`config.mk`:
```
export PLATFORM = sky130hd
export DESIGN_NAME = pulse_seq_verifier
export DESIGN_NICKNAME = d
export VERILOG_FILES = /design/src/rtl/pvc_pkg.sv /design/src/rtl/pvc_stage.sv /design/src/rtl/pvc_irq_gen.sv /design/src/rtl/pvc_idle_timer.sv /design/src/rtl/pulse_seq_verifier.sv
export SDC_FILE = /design/constraint.sdc
export NUM_CORES = 1
export LEC_CHECK = 0
export CORE_MARGIN = 4
export CORE_UTILIZATION = 56
export CTS_BUF_LIST = sky130_fd_sc_hd__clkbuf_16
export CTS_CLUSTER_DIAMETER = 50
export DETAILED_ROUTE_END_ITERATION = 8
export GPL_TIMING_DRIVEN = 0
export HOLD_SLACK_MARGIN = 0.02
export PLACE_DENSITY_LB_ADDON = 0.12
export SLEW_MARGIN = 20
export SYNTH_ARGS = -nofsm -noshare
export SYNTH_HDL_FRONTEND = slang
export SYNTH_SLANG_ARGS = --single-unit
```
`constraint.sdc`:
```
create_clock -name clk -period 4.6 [get_ports clk]
set_clock_uncertainty 0.05 [all_clocks]
set_input_delay 0.92 -clock clk [delete_from_list [all_inputs] [get_ports clk]]
set_output_delay 0.92 -clock clk [all_outputs]
set_load 0.05 [all_outputs]
```
`src/rtl/pvc_pkg.sv`:
```
package pvc_pkg;
  // Status of one measurement stage, as seen by its neighbour and the ports.
  typedef struct packed {
    logic match;   // exact tick count reached
    logic over;    // overcount seen, stage cut off
  } stage_stat_t;
endpackage

```
`src/rtl/pvc_stage.sv`:
```
module pvc_stage
  import pvc_pkg::*;
#(
  parameter int MATCH_TICKS = 2,
  parameter int CNT_W       = $clog2(MATCH_TICKS + 2)
) (
  input  logic        clk,
  input  logic        rst,
  input  logic        clr_i,
  input  logic        tick_en_i,
  input  logic        en_i,
  input  logic        pulse_i,
  output stage_stat_t stat_o
);
  localparam logic [CNT_W-1:0] MATCH_C = CNT_W'(MATCH_TICKS);

  logic [CNT_W-1:0] cnt_q;
  logic             cut_q;
  logic             count_step;

  // The cut flag plays the part of the disconnect: once set, the pulse no longer counts.
  assign count_step = tick_en_i & en_i & pulse_i & ~cut_q;

  always_ff @(posedge clk) begin
    if (rst || clr_i) begin
      cnt_q <= '0;
      cut_q <= 1'b0;
    end else if (count_step) begin
      cnt_q <= cnt_q + CNT_W'(1);
      if (cnt_q == MATCH_C) cut_q <= 1'b1;
    end
  end

  assign stat_o.match = (cnt_q == MATCH_C);
  assign stat_o.over  = cut_q;

  // without a tick, the count holds.
  assert_no_tick_hold_R2: assert property (@(posedge clk) disable iff (rst)
    (!tick_en_i && !clr_i) |=> $stable(cnt_q));

  // a stage that is not enabled by its predecessor does not count.
  assert_disabled_hold_R4: assert property (@(posedge clk) disable iff (rst)
    (!en_i && !clr_i) |=> $stable(cnt_q));

  // once cut off, the stage stays cut off and its count is frozen.
  assert_cutoff_freeze_R5: assert property (@(posedge clk) disable iff (rst)
    (cut_q && !clr_i) |=> (cut_q && $stable(cnt_q)));
endmodule

```
`src/rtl/pvc_irq_gen.sv`:
```
module pvc_irq_gen #(
  parameter int IRQ_CYCLES = 8,
  parameter int LW         = $clog2(IRQ_CYCLES + 1)
) (
  input  logic clk,
  input  logic rst,
  input  logic done_i,
  output logic irq_o
);
  localparam logic [LW-1:0] LAST_C = LW'(IRQ_CYCLES - 1);

  logic [LW-1:0] len_q;
  logic          irq_q;

  always_ff @(posedge clk) begin
    if (rst) begin
      irq_q <= 1'b0;
      len_q <= '0;
    end else if (irq_q) begin
      if (len_q == '0) irq_q <= 1'b0;
      else             len_q <= len_q - LW'(1);
    end else if (done_i) begin
      irq_q <= 1'b1;
      len_q <= LAST_C;
    end
  end

  assign irq_o = irq_q;

  // the active pulse counts down by exactly one each cycle.
  assert_len_step_R8: assert property (@(posedge clk) disable iff (rst)
    (irq_q && len_q != '0) |=> (irq_q && len_q == $past(len_q) - LW'(1)));

  // the pulse ends on schedule even if a completion arrives meanwhile.
  assert_no_extend_R10: assert property (@(posedge clk) disable iff (rst)
    (irq_q && len_q == '0) |=> !irq_q);
endmodule

```
`src/rtl/pvc_idle_timer.sv`:
```
module pvc_idle_timer #(
  parameter int IDLE_CYCLES = 64,
  parameter int IW          = $clog2(IDLE_CYCLES + 1)
) (
  input  logic clk,
  input  logic rst,
  input  logic any_pulse_i,
  output logic expire_o
);
  localparam logic [IW-1:0] LIMIT_C = IW'(IDLE_CYCLES - 1);

  logic [IW-1:0] quiet_q;

  assign expire_o = !any_pulse_i && (quiet_q == LIMIT_C);

  always_ff @(posedge clk) begin
    if (rst || any_pulse_i || expire_o) quiet_q <= '0;
    else                                quiet_q <= quiet_q + IW'(1);
  end

  // any pulse activity restarts the quiet count.
  assert_quiet_restart_R11: assert property (@(posedge clk) disable iff (rst)
    any_pulse_i |=> (quiet_q == '0));
endmodule

```
`src/rtl/pulse_seq_verifier.sv`:
```
module pulse_seq_verifier
  import pvc_pkg::*;
#(
  parameter int NUM_STAGES  = 3,
  parameter int MATCH_TICKS = 2,
  parameter int IRQ_CYCLES  = 8,
  parameter int IDLE_CYCLES = 64
) (
  input  logic                  clk,
  input  logic                  rst,
  input  logic                  tick_en,
  input  logic [NUM_STAGES-1:0] pulse_in,
  output logic                  irq_o,
  output logic [NUM_STAGES-1:0] stage_match_o,
  output logic [NUM_STAGES-1:0] stage_over_o
);
  localparam int CNT_W = $clog2(MATCH_TICKS + 2);
  localparam int LAST  = NUM_STAGES - 1;

  stage_stat_t           stat [NUM_STAGES];
  logic [NUM_STAGES-1:0] stage_en;
  logic                  seq_done;
  logic                  idle_expire;
  logic                  chain_clr;

  // The last match counts only once its pulse has ended, so a long final state cannot fire.
  assign seq_done  = stat[LAST].match & ~pulse_in[LAST];
  assign chain_clr = seq_done | idle_expire;

  for (genvar g = 0; g < NUM_STAGES; g++) begin : g_stage
    if (g == 0) begin : g_head
      assign stage_en[g] = 1'b1;
    end else begin : g_link
      assign stage_en[g] = stat[g-1].match;
    end

    pvc_stage #(
      .MATCH_TICKS (MATCH_TICKS),
      .CNT_W       (CNT_W)
    ) i_stage (
      .clk       (clk),
      .rst       (rst),
      .clr_i     (chain_clr),
      .tick_en_i (tick_en),
      .en_i      (stage_en[g]),
      .pulse_i   (pulse_in[g]),
      .stat_o    (stat[g])
    );

    assign stage_match_o[g] = stat[g].match;
    assign stage_over_o[g]  = stat[g].over;
  end

  pvc_irq_gen #(
    .IRQ_CYCLES (IRQ_CYCLES)
  ) i_irq (
    .clk    (clk),
    .rst    (rst),
    .done_i (seq_done),
    .irq_o  (irq_o)
  );

  pvc_idle_timer #(
    .IDLE_CYCLES (IDLE_CYCLES)
  ) i_idle (
    .clk         (clk),
    .rst         (rst),
    .any_pulse_i (|pulse_in),
    .expire_o    (idle_expire)
  );

  // a completion with no interrupt active starts one.
  assert_fire_R6: assert property (@(posedge clk) disable iff (rst)
    (seq_done && !irq_o) |=> irq_o);

  // no interrupt starts while the last pulse is still high.
  assert_hold_off_R7: assert property (@(posedge clk) disable iff (rst)
    pulse_in[LAST] |=> !$rose(irq_o));

  // completion clears every stage.
  assert_clear_on_done_R9: assert property (@(posedge clk) disable iff (rst)
    seq_done |=> (stage_match_o == '0 && stage_over_o == '0));

  // an idle expiry clears every stage.
  assert_clear_on_idle_R11: assert property (@(posedge clk) disable iff (rst)
    idle_expire |=> (stage_match_o == '0 && stage_over_o == '0));
endmodule

```
==> flow_metrics.py <==
metrics = {
    "outcome": {
        "status": "finished, final reports clean",
    },
    "synthesis": {
        "ys_async_sr_fraction_pct": 0,
        "synth_cells": 100,
        "yosysTopAreaCell": "dfxtp_1",
        "synth_nets": 112,
        "synth_edf_count": 0,
        "ys_seq_elements": 21,
        "synthTopCellsByArea": "dfxtp_1 (44%), ha_1 (7.8%), nor2_1 (5.4%)",
        "synth.distinct_cells": 30,
        "synth_flop_cell": "dfxtp_1",
        "synth.most_common_cell": "dfxtp_1",
        "synthDominantCellAreaShare_pct": 43.52,
        "avgSynthCellArea_um2": 9.659,
        "yosys-top-cells-count": "dfxtp_1 (21), nor2_1 (14), inv_1 (9)",
        "netlist_area_um2": 965.9,
        "yosys_warnings": 0,
        "ys_seq_area_share_pct": 43.52,
    },
    "clocking": {
        "htree_levels": 1,
        "clock-sinks": 21,
        "clock_latency_ps": 250,
        "ctsResizeCount": 0,
        "cts_buffers": 3,
        "cts_root_buffer": "clkbuf_16",
        "postCtsHoldBufs": 0,
        "cts_tree": "done",
        "cts_buffer_depth": 2,
        "clk_pin_slew_ps": 50,
        "post-cts-setup-buffer-count": 0,
    },
    "drt": {
        "finalWirelength_um": 1782,
        "drtAntennaViolNets": 0,
        "top_layer": "met4",
        "met2WireLength_um": 893,
        "first_pass_iters": 4,
        "wl_met1_um": 793,
        "dr.first_iter.drc_count": 5,
        "wl_per_cell_um": 13.50,
        "drcViolationCount": 0,
        "detailroute.via_count": 730,
        "wl_met3_um": 76,
        "via_per_inst": 5.530,
    },
    "pwr": {
        "peakVddDrop_mv": 0.3411,
        "seqPwrFrac_pct": 47.6,
        "internal_power_uw": 314.8,
        "powerDensity_mw_per_mm2": 331.8,
        "power_frac_comb_pct": 7.7,
        "power_frac_clock_pct": 44.7,
        "switching_share_pct": 19.91,
        "cellLeakagePower_uw": 0.0004622,
        "p_switching_uw": 78.25,
    },
    "global_route": {
        "grt_pass1_vias": 746,
        "grt_overflow": 0,
        "grt_start_max_net_pins": 12,
        "grt_usage_pct": 17.22,
        "antenna_found_initial": 0,
        "grt_pass1_wl_um": 3243,
    },
    "layout": {
        "final_nets": 129,
        "nFillCells": 119,
        "drive_gt1_share_pct": 12.07,
        "diodes": 0,
        "synthToLayoutAreaGrowth_pct": 22.67,
        "final_util_pct": 76.00,
        "multi_input_area_um2": 474.2,
        "seqCellArea_um2": 420.4,
    },
    "run": {
        "maxCapViolCount": 0,
    },
    "setup_path": {
        "critPathCaptureType": "output port",
        "crit_fanout": 3,
        "required_ps": 3630,
        "start_kind": "flip-flop",
        "r2r-start": "i_idle.quiet_q[0]",
        "setup.worst_path.start": "g_stage[1].i_stage.cnt_q[0]",
        "rrSetupSlack_ps": 3020,
        "crit-reg2reg-capture": "g_stage[2].i_stage.cnt_q[1]",
        "r2r_cells": 4,
        "crit_type": "flip-flop to output port",
        "cp.arrival_ps": 1710,
    },
    "sta": {
        "worstMarginPinSlew_ps": 486.7,
        "setup_violations": 0,
        "fmax_mhz": 373.3,
        "period_share_pct": 58.24,
        "fin_setup_tns_ps": 0,
        "slew_headroom_pct": 67.26,
        "fin_crit_ps": 2679,
        "drv_slew": 0,
        "hold_violations": 0,
        "rsz0062_at_grt": "no",
    },
    "worst_hold_path": {
        "hold_path.startpoint": "i_idle.quiet_q[0]",
        "hold_path_depth": 1,
        "whs_endpoint": "i_idle.quiet_q[0]",
        "min_path_type": "flip-flop to flip-flop",
    },
    "floorplanning": {
        "dieArea_mm2": 0.002453,
        "std_cell_rows": 14,
        "start_util_pct": 61.96,
        "die-height_um": 49.53,
        "core_area_mm2": 0.001559,
        "boundaryPins": 13,
        "fp.dieW_um": 49.53,
    },
    "placement": {
        "dp_hpwl_um": 1315,
        "gp_congestion": 0.7196,
        "port-buffer-count": 12,
    },
}
routing by layer:
layer	vias to the layer above	global-route usage (%)
met5	-	0
met4	0	5.069
met3	4	7.229
met2	12	30.62
met1	338	18.32
li1	376	-
cells in the final DEF, fill, tap and decap left out, drive strengths merged:
cell	instances
a21oi	3
xnor2	5
a31oi	2
and4b	2
nand2b	1
inv	10
and2	1
nor2	14
mux2i	1
nor3	1
nor3b	1
nand2	4
a211oi	6
and3b	1
nand3	4
or3	2
o211a	1
clkdlybuf4s50	12
dfxtp	21
clkbuf	3
nor4	1
and4bb	1
xor2	1
o311ai	1
a21o	1
o31ai	1
or4	1
buf	5
a211o	1
or3b	1
ha	6
o21ai	1
cells by family (layout without fill, tap and decap cells):
logic type	Yosys count	count (layout)	synth area share [%]
multiplexers	1	1	1.036
AO/OA/AOI/OAI	17	17	14.77
AND/OR/NAND/NOR	35	35	20.08
XOR/XNOR	6	6	5.440
flip-flops	21	21	43.52
adder cells (fa/ha/maj)	6	6	7.772
buffers and inverters	14	30	7.384
final cells by class:
class / instances / share of cell area [%]
Clock buffer: 3 / 6.336
Sequential cell: 21 / 35.48
Clock inverter: 1 / 0.3168
Multi-Input combinational cell: 65 / 40.02
Timing Repair Buffer: 12 / 10.14
Buffer: 5 / 3.168
Tap cell: 16 / 1.690
Inverter: 9 / 2.851
metrics by stage:
step	area (um2)	hold WS [ps]	power (uW)	worst slack (ps)	instances
global route	1185	443.0	408.2	1840	132
detailed placement	1106	398.4	220.9	1937	128
global placement	1106	378.4	220.0	1954	128
CTS	1185	427.8	397.3	1914	132
floorplan	965.9	367.5	209.5	2550	100
finish	1185	417.9	393.1	1921	132
power by group through the flow:
stage / combinational (uW) / clock [uW] / sequential, uW
CTS: 30.4 / 180 / 187
detailed placement: 29.9 / 0 / 191
global placement: 29.3 / 0 / 191
floorplan: 18.8 / 0 / 191
global route: 33.3 / 188 / 187
finish: 30.1 / 176 / 187
how the worst max path moves through the flow:
stage	endpoint
after global routing	stage_match_o[1]
after detailed placement	g_stage[2].i_stage.cnt_q[0]
final	stage_match_o[1]
after floorplan	g_stage[0].i_stage.cnt_q[0]
after CTS	stage_match_o[1]
after global placement	g_stage[0].i_stage.cnt_q[0]
worst max-delay path, stage by stage, from the launching register on:
cell	delay, ps
dfxtp_1	320
inv_1	50
ha_1	190
buf_4	120
clkdlybuf4s50_1	780
state kept, by name, summed over array words and instances (netlist names):
signal	cells
i_irq.len_q	4
i_irq.irq_o	1
i_idle.quiet_q	7
g_stage.i_stage.cnt_q	6
g_stage.i_stage.cut_q	3
(Power assumes the default switching activity.)
